$ cat src/rtl/awc_pkg.sv
package awc_pkg;

  typedef enum logic [2:0] {
    ST_IDLE,
    ST_QWAIT,
    ST_MID,
    ST_LOW,
    ST_ISSUE,
    ST_START,
    ST_HOLD
  } awcState_t;

  typedef struct packed {
    logic clearAcc;
    logic shiftMid;
    logic shiftLow;
  } dpStrobe_t;

endpackage

$ cat src/rtl/awc_sync.sv
module awc_sync #(
  parameter int WIDTH = 1,
  parameter int STAGES = 2,
  parameter logic [WIDTH-1:0] RST_VAL = '0
) (
  input  logic             clk,
  input  logic             rstN,
  input  logic [WIDTH-1:0] din,
  output logic [WIDTH-1:0] dout
);

  logic [WIDTH-1:0] pipe [STAGES];

  generate
    for (genvar g = 0; g < STAGES; g++) begin : g_stage
      if (g == 0) begin : g_first
        always_ff @(posedge clk or negedge rstN) begin
          if (!rstN) pipe[g] <= RST_VAL;
          else       pipe[g] <= din;
        end
      end else begin : g_next
        always_ff @(posedge clk or negedge rstN) begin
          if (!rstN) pipe[g] <= RST_VAL;
          else       pipe[g] <= pipe[g-1];
        end
      end
    end
  endgenerate

  assign dout = pipe[STAGES-1];

endmodule

$ cat src/rtl/awc_ctrl.sv
module awc_ctrl
  import awc_pkg::*;
#(
  parameter int QUAL_DLY = 4,
  parameter int MUX_DLY  = 4
) (
  input  logic      clk,
  input  logic      rstN,
  input  logic      qualS,
  input  logic      hiZero,
  input  logic      addrReady,
  input  logic      dataDone,
  output dpStrobe_t strb,
  output logic      muxSel,
  output logic      addrValid,
  output logic      dataStart
);

  localparam int MAX_DLY = (QUAL_DLY > MUX_DLY) ? QUAL_DLY : MUX_DLY;
  localparam int CNT_W   = $clog2(MAX_DLY + 1);
  localparam logic [CNT_W-1:0] QUAL_LOAD = CNT_W'(QUAL_DLY - 1);
  localparam logic [CNT_W-1:0] MUX_LOAD  = CNT_W'(MUX_DLY - 1);

  awcState_t        state, stateNext;
  logic [CNT_W-1:0] cnt, cntNext;
  logic             selNext;
  logic             cntZero;

  assign cntZero = (cnt == '0);

  always_comb begin
    stateNext = state;
    cntNext   = cntZero ? cnt : cnt - 1'b1;
    selNext   = muxSel;
    strb      = '0;
    unique case (state)
      ST_IDLE: begin
        strb.clearAcc = 1'b1;
        selNext       = 1'b0;
        if (!qualS) begin
          stateNext = ST_QWAIT;
          cntNext   = QUAL_LOAD;
        end
      end
      ST_QWAIT: begin
        if (cntZero) begin
          if (!hiZero || qualS) begin
            stateNext = ST_IDLE;
          end else begin
            stateNext = ST_MID;
            selNext   = 1'b1;
            cntNext   = MUX_LOAD;
          end
        end
      end
      ST_MID: begin
        if (cntZero) begin
          strb.shiftMid = 1'b1;
          stateNext     = ST_LOW;
          selNext       = 1'b0;
          cntNext       = MUX_LOAD;
        end
      end
      ST_LOW: begin
        if (cntZero) begin
          strb.shiftLow = 1'b1;
          stateNext     = ST_ISSUE;
        end
      end
      ST_ISSUE: begin
        if (addrReady) stateNext = ST_START;
      end
      ST_START: begin
        stateNext = ST_HOLD;
      end
      ST_HOLD: begin
        if (dataDone) stateNext = ST_IDLE;
      end
      default: stateNext = ST_IDLE;
    endcase
  end

  always_ff @(posedge clk or negedge rstN) begin
    if (!rstN) begin
      state  <= ST_IDLE;
      cnt    <= '0;
      muxSel <= 1'b0;
    end else begin
      state  <= stateNext;
      cnt    <= cntNext;
      muxSel <= selNext;
    end
  end

  assign addrValid = (state == ST_ISSUE);
  assign dataStart = (state == ST_START);

  // the select only rises after a decision that saw a zero window and a live strobe
  p_sel_after_match_r3: assert property (@(posedge clk) disable iff (!rstN)
    $rose(muxSel) |-> $past(hiZero && !qualS));

  // start is a single-cycle pulse
  p_start_pulse_r7: assert property (@(posedge clk) disable iff (!rstN)
    dataStart |=> !dataStart);

endmodule

$ cat src/rtl/awc_datapath.sv
module awc_datapath
  import awc_pkg::*;
#(
  parameter int BASE_W = 21,
  parameter int HI_W   = 2,
  parameter int MID_W  = 3,
  parameter int LOW_W  = 8
) (
  input  logic                      clk,
  input  logic                      rstN,
  input  dpStrobe_t                 strb,
  input  logic [HI_W-1:0]           hiS,
  input  logic [LOW_W-1:0]          pinsS,
  input  logic [BASE_W-1:0]         baseAddr,
  output logic                      hiZero,
  output logic [BASE_W+MID_W+LOW_W-1:0] addrOut
);

  localparam int OFF_W = MID_W + LOW_W;

  logic [OFF_W-1:0]  acc;
  logic [BASE_W-1:0] baseReg;

  assign hiZero = (hiS == '0);

  always_ff @(posedge clk or negedge rstN) begin
    if (!rstN) begin
      acc     <= '0;
      baseReg <= '0;
    end else begin
      if (strb.clearAcc) begin
        acc <= '0;
      end else if (strb.shiftMid) begin
        acc <= {acc[OFF_W-MID_W-1:0], pinsS[MID_W-1:0]};
      end else if (strb.shiftLow) begin
        acc     <= {acc[OFF_W-LOW_W-1:0], pinsS};
        baseReg <= baseAddr;
      end
    end
  end

  assign addrOut = {baseReg, acc};

endmodule

$ cat src/rtl/addr_window_capture.sv
module addr_window_capture
  import awc_pkg::*;
#(
  parameter int BASE_W      = 21,
  parameter int HI_W        = 2,
  parameter int MID_W       = 3,
  parameter int LOW_W       = 8,
  parameter int SYNC_STAGES = 2,
  parameter int QUAL_DLY    = 4,
  parameter int MUX_DLY     = 4
) (
  input  logic                          clk,
  input  logic                          rstN,
  input  logic [BASE_W-1:0]             baseAddr,
  input  logic                          qualN,
  input  logic [HI_W-1:0]               hiBits,
  input  logic [LOW_W-1:0]              muxPins,
  output logic                          muxSel,
  output logic [BASE_W+MID_W+LOW_W-1:0] addrOut,
  output logic                          addrValid,
  input  logic                          addrReady,
  output logic                          dataStart,
  input  logic                          dataDone
);

  localparam int ADDR_W = BASE_W + MID_W + LOW_W;
  localparam int SYNC_W = 1 + HI_W + LOW_W;
  localparam logic [SYNC_W-1:0] SYNC_RST = {1'b1, {(HI_W + LOW_W){1'b0}}};

  logic [SYNC_W-1:0] busS;
  logic              qualS;
  logic [HI_W-1:0]   hiS;
  logic [LOW_W-1:0]  pinsS;
  logic              hiZero;
  dpStrobe_t         strb;

  awc_sync #(.WIDTH(SYNC_W), .STAGES(SYNC_STAGES), .RST_VAL(SYNC_RST)) u_sync (
    .clk  (clk),
    .rstN (rstN),
    .din  ({qualN, hiBits, muxPins}),
    .dout (busS)
  );

  assign {qualS, hiS, pinsS} = busS;

  awc_ctrl #(.QUAL_DLY(QUAL_DLY), .MUX_DLY(MUX_DLY)) u_ctrl (
    .clk       (clk),
    .rstN      (rstN),
    .qualS     (qualS),
    .hiZero    (hiZero),
    .addrReady (addrReady),
    .dataDone  (dataDone),
    .strb      (strb),
    .muxSel    (muxSel),
    .addrValid (addrValid),
    .dataStart (dataStart)
  );

  awc_datapath #(.BASE_W(BASE_W), .HI_W(HI_W), .MID_W(MID_W), .LOW_W(LOW_W)) u_dp (
    .clk      (clk),
    .rstN     (rstN),
    .strb     (strb),
    .hiS      (hiS),
    .pinsS    (pinsS),
    .baseAddr (baseAddr),
    .hiZero   (hiZero),
    .addrOut  (addrOut)
  );

  // an offered address stays offered and unchanged until taken
  p_hold_until_ready_r8: assert property (@(posedge clk) disable iff (!rstN)
    (addrValid && !addrReady) |=> (addrValid && $stable(addrOut)));

  // start follows an accepted handshake
  p_start_after_accept_r7: assert property (@(posedge clk) disable iff (!rstN)
    dataStart |-> $past(addrValid && addrReady));

  // a newly offered address carries the configured base on top
  p_base_on_top_r6: assert property (@(posedge clk) disable iff (!rstN)
    $rose(addrValid) |-> (addrOut[ADDR_W-1:ADDR_W-BASE_W] == baseAddr));

  // no select activity begins while the synchronised strobe is inactive in idle
  p_select_needs_strobe_r2: assert property (@(posedge clk) disable iff (!rstN)
    $rose(muxSel) |-> !$past(qualS));

endmodule

$ cat config.mk
export PLATFORM = sky130hd
export DESIGN_NAME = addr_window_capture
export DESIGN_NICKNAME = d
export VERILOG_FILES = /design/src/rtl/awc_pkg.sv /design/src/rtl/awc_sync.sv /design/src/rtl/awc_ctrl.sv /design/src/rtl/awc_datapath.sv /design/src/rtl/addr_window_capture.sv
export SDC_FILE = /design/constraint.sdc
export NUM_CORES = 1
export LEC_CHECK = 0
export BUFFER_PORTS_ARGS = -buffer_cell sky130_fd_sc_hd__buf_2
export CAP_MARGIN = 20
export CORE_ASPECT_RATIO = 2
export CORE_MARGIN = 5
export CORE_UTILIZATION = 39
export CTS_CLUSTER_SIZE = 16
export DETAILED_ROUTE_END_ITERATION = 10
export PLACE_DENSITY = 0.62
export SYNTH_ARGS = -nofsm -noshare
export SYNTH_HDL_FRONTEND = slang
export SYNTH_SLANG_ARGS = --single-unit
$ cat constraint.sdc
create_clock -name clk -period 1.7 [get_ports clk]
set_clock_uncertainty 0.1 [all_clocks]
set_input_delay 0.085 -clock clk [delete_from_list [all_inputs] [get_ports clk]]
set_output_delay 0.085 -clock clk [all_outputs]
set_load 0.05 [all_outputs]
**After elaboration in Yosys (flattened, before gate mapping)**

Index checks and enable logic that the tools add are counted.

- Add/sub/neg operators: 1
- Equal/unequal tests: 13
- Multiplexer cells: 25
- Bitwise operators: 2
- Reductions and logical operators: 10

Operator list:

| cell | number |
|---|---|
| $mux 11 | 3 |
| $mux 3 | 11 |
| $pmux 3 s7 | 1 |
| $eq 3x3->1 const B | 3 |
| $pmux 3 s3 | 1 |
| $ne 2x1->1 const B | 4 |
| $mux 1 | 7 |
| $eq 3x2->1 const B | 2 |
| $logic_not 3->1 | 2 |
| $ne 2x2->1 const B | 3 |
| $reduce_and 6->1 | 1 |
| $reduce_bool 3->1 | 2 |
| $reduce_and 4->1 | 1 |
| $eq 3x1->1 const B | 1 |
| $pmux 1 s3 | 1 |
| $reduce_and 3->1 | 1 |
| $sub 3x1->3 const B | 1 |
| $logic_not 2->1 | 1 |
| $mux 2 | 1 |
| $not 1->1 | 2 |
| $logic_not 1->1 | 1 |
| $logic_or 1x1->1 | 1 |

- Flip-flop bits (word level): 61
- Output and inout port bits: 35
- Word-level logic and storage cells: 58

**Longest topological paths before layout**

Gate-level depths: netlist (run 1).

- Depth in word-level cells: 6
- Mapped depth: 7

**Modules after synthesis**

A second synthesis (run 1) with hierarchy kept.

- Cells, all modules: 179
- Area, all modules: 2,449.8 µm²

Modules (own cells, without submodules):

| module | instances | cells an instance | area each (µm²) | sequential area each (µm²) |
|---|---|---|---|---|
| awc_datapath | 1 | 94 | 1,347.5 | 800.8 |
| awc_sync | 1 | 33 | 635.6 | 553.0 |
| awc_ctrl | 1 | 52 | 466.7 | 175.2 |

**Least setup slack after synthesis (run 1)**

OpenSTA, ideal clock, no wires.

- Path type: register to output
- From: reg u_ctrl.state[2]
- To: out dataStart
- Data arrival time: 1.761 ns
- Data required time: 1.515 ns
- Slack: -0.246 ns
- Stages on the path, launching flop included: 3
- Path buffers: 1
- Path through: dfrtp_1 buf_2 nor3b_1

- Cells in the longest elaborated chain, start to end: 1

Ends and longest elaborated chain:

| item | RTL line | text |
|---|---|---|
| from (decl) | awc_ctrl.sv:24 | `awcState_t state, stateNext;` |
| from (signal assigned) | awc_ctrl.sv:89 | `state <= stateNext;` |
| $eq 3x3->1 | awc_ctrl.sv:96 | `assign dataStart = (state == ST_START);` |
| to (decl) | addr_window_capture.sv:22 | `output logic dataStart,` |

No other way between the ends.

**Worst setup path in the final report (run 1)**

- From: reg u_ctrl.cnt[0]
- To: reg u_dp.acc[2]

- Cells in the longest elaborated chain, start to end: 5

Ends and longest elaborated chain:

| item | RTL line | text |
|---|---|---|
| from (decl) | awc_ctrl.sv:25 | `logic [CNT_W-1:0] cnt, cntNext;` |
| from (signal assigned) | awc_ctrl.sv:90 | `cnt <= cntNext;` |
| $logic_not 3->1 * | awc_ctrl.sv:29 | `assign cntZero = (cnt == '0);` |
| $mux 1 * | awc_ctrl.sv:57, awc_ctrl.sv:65 |  |
| $mux 1 | awc_ctrl.sv:36 | `unique case (state)` |
| $mux 11 | awc_datapath.sv:33 | `end else if (strb.shiftMid) begin` |
| $mux 11 | awc_datapath.sv:31 | `if (strb.clearAcc) begin` |
| to (signal assigned) | awc_datapath.sv:34 | `acc <= {acc[OFF_W-MID_W-1:0], pinsS[MID_W-1:0]};` |
| to (signal assigned) | awc_datapath.sv:36 | `acc <= {acc[OFF_W-LOW_W-1:0], pinsS};` |
| to (decl) | awc_datapath.sv:21 | `logic [OFF_W-1:0] acc;` |

Mark *: on every way between the ends. The rest lies on a longest branch, timed or not.
A chain may end at the register's enable or synchronous reset.

==> metrics.txt, run 1 <==
status=completed; CP arrival=1.73 ns; Comb pwr share=45.7%; CP delay by family, top=buffers and inverters; n_diodes=0; Cell variety after synth=32; Synthesized Nets=204; setup ws final=0.07833 ns; final hold viol count=0; Die ar.=7859 um2; Slew @ Worst Pin=0.3627 ns; via count=1,717; period utilization=95.39%; CP Launch Type=flip-flop; Inserted Clock Buffers=9; max cap viols=0; drt pass-1 iters=4; cell count after synthesis=166; sequential-to-total area share from yosys stat=64.25%; Hold Path Sink=u_ctrl.state[0]$_DFFE_PN0P_; dpl cells=300; area share of the largest cell type after synthesis=62.04%; port buffer count=70; largest net degree at the start of global routing=62; clk sinks=61; cell mode on critical path=buf_4; Die H=120.5 um; Crit. End Element=flip-flop; CP Class=flip-flop to flip-flop; Post-synth EDFFs=0; CTS root buf=clkbuf_16; Clock Tree Buf Depth=2; RSZ-0062 raised after global routing=false; gpl congestion=0.7619; Post-synth top cells=dfrtp_1 (59), mux2_4 (19), nand2_1 (13); Post-synth ARST share=100.0%; post-route design area=3566 um2; worst vdd ir=0.0009237 V; FF-to-FF End=u_dp.acc[2]$_DFFE_PN0P_; Core ar.=5956 um2; gr ovfl total=0; Psw=2.999 mW; Required @ worst endpoint=1.80 ns; routed wire length=5.678 mm; Horiz. Die Dim=65.24 um; DRT iter0 DRCs=91; P_int=4.171 mW; Worst path max stage delay=0.37 ns; layout cells sized above 1=44.86%; first-pass GRT wire length=9.163 mm; type of the worst min-delay path=primary input to flip-flop; IO Pins=71; Reg-to-Reg Start=u_ctrl.cnt[0]$_DFF_PN0_; Max Clock Freq=0.6166 GHz; r2r worst-path depth=7; # setup viols final=0; final slew viol count=0; Leak=1.798 nW; sequence of cells on the critical path=inv_1 -> ha_4 -> buf_4 -> and3b_1 -> o21bai_1 -> buf_4 -> a22o_1; Finished Core Util=59.87%; Post-Layout Cell Count=355; H-tree depth=3; Seq cells post-synth=61; Net Sw Frac=41.82%; number of remaining DRC errors=0; DP Wirelength=3.651 mm; top-count cell post-synth=dfrtp_1; Synth Warn #=0; post-place setup slack=-0.09043 ns; Total GRT Usage=15.70%; routed vias/inst=4.837; TritonCTS clock tree=built; Synth area leader=dfrtp_1; R2R Setup Slk=0.08 ns; synthesized cell area=2380 um2; vias in the first global route=1,854; Max FO, Critical Path=11; Slew HR=75.60%; Pwr Density=2011 nW/um2; Worst Hold Launch=addrReady; Skew-Pair Late Insertion Delay=0.32 ns; placed instance area=2836 um2; power share of the clock group=23.5%; FP Rows=40; Initial Util=39.96%; ranking of synthesized cells by area=dfrtp_1 (62%), mux2_4 (12%), mux2i_1 (3.4%), o21ai_0 (2.5%), dfstp_2 (2.2%); syn_area_per_cell=14.34 um2; Crit-path slowest cell=dfrtp_1; sequential share of power=30.8%; Routed Antenna Nets=0; post-layout minimum cycle time=1.622 ns; drt wl/cell=15.99 um; Hold Crit Depth=4; setup TNS=0 ns; Area Overhead vs Synth=49.84%; fin nets=325; clk slew on worst S/H paths=0.05 ns; Top FF cell, synth=dfrtp_1; initial antenna violation count=0; CP bufs+invs=3
-- cell type report --
cell class              count  area [um2]
clock buffers              15       277.8
clock inverters             1       5.005
fillers                   453        2390
inverters                   4       15.01
multi-input cells          94       838.3
flip-flops and latches     61        1533
well taps                  63       78.83
repair buffers            117       818.3
-- state kept, by name, indices dropped and copies added, names as in the netlist --
name and flops:
u_ctrl.state 3, u_ctrl.cnt 3, u_dp.acc 11, u_sync.pipe 11, u_sync.dout 11, u_dp.baseReg 21, u_ctrl.muxSel 1
-- cell families (layout without fill, tap and decap cells) --
group / count (synthesis) / after routing / synth area share (%)
adder cells (fa/ha/maj): 2 / 2 / 1.051
flip-flops: 61 / 61 / 64.25
AND/OR/NAND/NOR: 37 / 38 / 9.096
multiplexers: 29 / 29 / 16.30
AO/OA/AOI/OAI: 25 / 25 / 6.257
buffers and inverters: 12 / 137 / 3.049
-- how the worst max path moves through the flow --
stage	startpoint	end	slack, ns	cells after the start
5_1_grt	u_ctrl.cnt[0]$_DFF_PN0_	u_dp.acc[2]$_DFFE_PN0P_	0.00009	7
3_5_place_dp	u_ctrl.cnt[0]$_DFF_PN0_	u_dp.baseReg[7]$_DFFE_PN0P_	-0.09	6
3_3_place_gp	u_ctrl.cnt[1]$_DFF_PN0_	u_dp.baseReg[3]$_DFFE_PN0P_	-0.02	6
2_1_floorplan	u_ctrl.cnt[0]$_DFF_PN0_	u_dp.baseReg[10]$_DFFE_PN0P_	0.05	7
6_report	u_ctrl.cnt[0]$_DFF_PN0_	u_dp.acc[2]$_DFFE_PN0P_	0.08	7
4_1_cts	u_ctrl.cnt[1]$_DFF_PN0_	u_dp.baseReg[7]$_DFFE_PN0P_	0.02	6
-- stage by stage --
stage / total power [mW] / hold WS [ns]
2_1_floorplan: 4.503 / -0.3106
3_3_place_gp: 5.249 / 0.01234
3_5_place_dp: 5.282 / 0.01608
4_1_cts: 7.101 / 0.06959
5_1_grt: 7.521 / 0.09822
6_report: 7.170 / 0.07804
-- cells in the final DEF, fill, tap and decap left out, types with 3 or more instances in the layout --
master and n:
dfrtp_1 58, dlygate4sd3_1 34, clkbuf_16 9, clkbuf_8 3, clkbuf_1 3, mux2_4 19, buf_2 68, a21oi_1 5
buf_4 11, mux2i_1 8, o21ai_0 10, a22o_1 3, inv_1 4, nor2_1 9, nand2_1 13
-- timing repair --
item | in CTS | in global routing
gates resized for setup | 4 | 9
hold buffers | 34 | 0
setup buffers | 0 | 4
pin swaps | 1 | 1
cloned | 0 | 1
endpoints found under the setup margin | 22 | 31
hold endpoints to repair | 95 | 0
-- worst reg2reg max path, cell delays in order, from the launching register on --
cell      delay [ns]
dfrtp_1         0.37
inv_1           0.11
ha_4            0.16
buf_4           0.12
and3b_1         0.16
o21bai_1        0.06
buf_4           0.18
a22o_1          0.24
-- per-layer routing --
metal,GRT usage (%),vias up,share of wire (%)
met5,0,-,0
met4,9.091,0,3.1
met3,3.903,17,4.6
met2,27.37,53,57
met1,16.64,834,35
li1,-,813,-
-- power by group through the flow --
stage	Sequential [mW]	Combinational, mW	Clock (mW)
3_5_place_dp	2.23	3.05	0
2_1_floorplan	3.34	1.16	0
5_1_grt	2.27	3.47	1.78
6_report	2.21	3.28	1.68
3_3_place_gp	2.23	3.02	0
4_1_cts	2.22	3.15	1.72
Power figures use the tool's default switching activity.
==> inputs of run 2 (changes only) <==
--- a/config.mk
+++ b/config.mk
@@ -7,12 +7,14 @@
 export LEC_CHECK = 0
 export BUFFER_PORTS_ARGS = -buffer_cell sky130_fd_sc_hd__buf_2
 export CAP_MARGIN = 20
+export CELL_PAD_IN_SITES_DETAIL_PLACEMENT = 1
+export CELL_PAD_IN_SITES_GLOBAL_PLACEMENT = 1
 export CORE_ASPECT_RATIO = 2
 export CORE_MARGIN = 5
-export CORE_UTILIZATION = 39
+export CORE_UTILIZATION = 36
 export CTS_CLUSTER_SIZE = 16
 export DETAILED_ROUTE_END_ITERATION = 10
-export PLACE_DENSITY = 0.62
+export PLACE_DENSITY = 0.7
 export SYNTH_ARGS = -nofsm -noshare
 export SYNTH_HDL_FRONTEND = slang
 export SYNTH_SLANG_ARGS = --single-unit
==> run 2 against run 1 <==
  * Core utilization shrank 4.6 points
  * Count of clock-buffer cells in the layout is 6 lower
  * Clock power increased by 14%
  * Largest cell class unchanged
  * Flip-flop and latch count stayed put
  * Fmax is 2.1% lower
  * Critical endpoint is now u_dp.baseReg[7]$_DFFE_PN0P_
  * Worst hold slack lost 0.0052 ns
  * Total power up 3.0%
  * Register-to-register slack got worse by 0.03 ns
==> metrics.txt, run 2 (synthesis results as in run 1) <==
Hold WS=0.07289 ns (was 0.07804 ns); Horiz. Die Dim=67.49 um (was 65.24 um); routed vias/inst=4.599 (was 4.837); Comb pwr share=43.2% (was 45.7%); Psw=3.094 mW (was 2.999 mW); n_diodes=0 (unchanged); gpl congestion=0.7487 (was 0.7619); sum of routed wire segments on met1=2.371 mm (was 2.011 mm); Core ar.=6516 um2 (was 5956 um2); CTS root buf=clkbuf_16 (unchanged); status=completed (unchanged); placed instance area=2860 um2 (was 2836 um2); final slew viol count=0 (unchanged); post-place setup slack=-0.09226 ns (was -0.09043 ns); most frequent cells in the layout=buf_2 (68), dfrtp_1 (58), dlygate4sd3_1 (34) (unchanged); drt wl/cell=16.94 um (was 15.99 um); wire length on met2=3.455 mm (was 3.225 mm); Skew-Pair Late Insertion Delay=0.32 ns (about the same); Total GRT Usage=17.44% (was 15.70%); Slew HR=63.00% (was 75.60%); IO Pins=71 (unchanged); Worst path depth=7 (unchanged); Pwr Density=2050 nW/um2 (was 2011 nW/um2); clk sinks=61 (unchanged); DRT iter0 DRCs=53 (was 91); Initial Util=36.52% (was 39.96%); Finished Core Util=55.28% (was 59.87%); Worst path max stage delay=0.40 ns (was 0.37 ns); CP Class=flip-flop to flip-flop (unchanged); Routed Antenna Nets=0 (unchanged); CP Launch Type=flip-flop (unchanged); CP bufs+invs=2 (was 3); Max FO, Critical Path=5 (was 11); post-route design area=3602 um2 (was 3566 um2); period utilization=97.41% (was 95.39%); CP delay by family, top=flip-flops (was buffers and inverters); drt pass-1 iters=4 (unchanged); clk slew on worst S/H paths=0.05 ns (about the same); max cap viols=0 (unchanged); CP arrival=1.76 ns (was 1.73 ns); largest net degree at the start of global routing=39 (was 62); FF-to-FF End=u_dp.baseReg[7]$_DFFE_PN0P_ (was u_dp.acc[2]$_DFFE_PN0P_); sequential share of power=31.0% (was 30.8%); Hold Crit Depth=4 (unchanged); dpl cells=324 (was 300); vias in the first global route=2,046 (was 1,854); initial antenna violation count=0 (unchanged); via count=1,743 (was 1,717); Largest register FFs=21 (unchanged); Post-Layout Cell Count=379 (was 355); gr ovfl total=0 (unchanged); Crit. End Element=flip-flop (unchanged); port buffer count=70 (unchanged); DR WL met3=443 um (was 262 um); setup ws final=0.04399 ns (was 0.07833 ns); Required @ worst endpoint=1.80 ns (about the same); routed wire length=6.422 mm (was 5.678 mm); Net Sw Frac=41.90% (was 41.82%); Die ar.=8435 um2 (was 7859 um2); most common cell after layout, fill and taps aside=buf_2 (unchanged); R2R Setup Slk=0.04 ns (was 0.08 ns); crit path from=u_ctrl.cnt[1]$_DFF_PN0_ (was u_ctrl.cnt[0]$_DFF_PN0_); r2r worst-path depth=7 (unchanged); Reg-to-Reg Start=u_ctrl.cnt[1]$_DFF_PN0_ (was u_ctrl.cnt[0]$_DFF_PN0_); post-layout minimum cycle time=1.656 ns (was 1.622 ns); Crit-path slowest cell=dfrtp_1 (unchanged); first-pass GRT wire length=10.64 mm (was 9.163 mm); Die H=125.0 um (was 120.5 um); FP Rows=42 (was 40); setup TNS=0 ns (unchanged); Leak=1.815 nW (was 1.798 nW); RSZ-0062 raised after global routing=false (unchanged); worst vdd ir=0.0009858 V (was 0.0009237 V); H-tree depth=3 (unchanged); power share of the clock group=25.8% (was 23.5%); TritonCTS clock tree=built (unchanged); layout cells sized above 1=46.05% (was 44.86%); P_int=4.290 mW (was 4.171 mW); Max Clock Freq=0.6039 GHz (was 0.6166 GHz); Slew @ Worst Pin=0.5550 ns (was 0.3627 ns); Area Overhead vs Synth=51.37% (was 49.84%); DP Wirelength=3.677 mm (was 3.651 mm); CP endpoint=u_dp.baseReg[7]$_DFFE_PN0P_ (was u_dp.acc[2]$_DFFE_PN0P_); # setup viols final=0 (unchanged); type of the worst min-delay path=primary input to flip-flop (unchanged); final hold viol count=0 (unchanged); Max Used Layer=met4 (unchanged); Inserted Clock Buffers=9 (unchanged); Clock Tree Buf Depth=2 (unchanged); Tot Pwr=7.384 mW (was 7.170 mW); sequence of cells on the critical path=inv_2 -> ha_4 -> nand2b_4 -> nor2_4 -> buf_4 -> nand2_4 -> mux2_4 (was inv_1 -> ha_4 -> buf_4 -> and3b_1 -> o21bai_1 -> buf_4 -> a22o_1); register with the most flip-flops=u_dp.baseReg (unchanged); number of remaining DRC errors=0 (unchanged); fin nets=324 (was 325)
==> run 2: changes by cell type in the layout (fill, tap and decap cells not counted), moves of 2 or more <==
cell / change
clkbuf_8: -3
o21ai_0: +2
bufinv_16: +2
nand2_4: +2
o21ai_1: -2
buf_4: -2
inv_2: +2
clkinv_2: +3
inv_1: -2
clkbuf_1: -3
==> run 2: tightest hold or removal path, cell delays in order <==
cell,delay [ns]
buf_2,0.08
a21oi_1,0.05
o21ai_0,0.14
o21a_1,0.11
==> run 2: repair_timing <==
action                                  in CTS  in global routing
pin swaps                                    2                  0
setup buffers                                3                  0
resized for setup                            8                  4
endpoints found under the setup margin      29                  6
endpoints found under the hold margin       55                  0
cloned                                       2                  0
hold buffers                                34                  0
==> run 2: power groups by stage <==
stage	clock, mW	sequential [mW]	combinational [mW]
3_3_place_gp	0	2.22	2.97
4_1_cts	1.94	2.28	3.18
6_report	1.91	2.29	3.19
3_5_place_dp	0	2.23	3.04
5_1_grt	2.02	2.35	3.41
2_1_floorplan	0	3.34	1.16
==> run 2: layout make-up <==
class,instances,area (um2)
clock buffers,9,225.2
well taps,88,110.1
flip-flops and latches,61,1533
clock inverters,7,88.84
fillers,682,2914
inverters,4,15.01
multi-input cells,95,835.8
repair buffers,115,794.5
==> run 2: layer usage <==
| metal | GRT usage (%) | up-vias |
|---|---|---|
| li1 | - | 809 |
| met1 | 18.74 | 850 |
| met2 | 30.04 | 73 |
| met3 | 5.566 | 11 |
| met4 | 7.536 | 0 |
| met5 | 0 | - |
==> run 2: how the worst min path moves through the flow <==
stage | slack [ns] | to | from
3_3_place_gp | -0.004 | u_dp.baseReg[6]$_DFFE_PN0P_ | rstN
4_1_cts | 0.07 | u_ctrl.state[0]$_DFFE_PN0P_ | addrReady
3_5_place_dp | 0.01 | u_dp.baseReg[6]$_DFFE_PN0P_ | rstN
5_1_grt | 0.16 | u_ctrl.state[0]$_DFFE_PN0P_ | addrReady
2_1_floorplan | -0.31 | u_ctrl.cnt[0]$_DFF_PN0_ | rstN
6_report | 0.07 | u_ctrl.state[0]$_DFFE_PN0P_ | addrReady
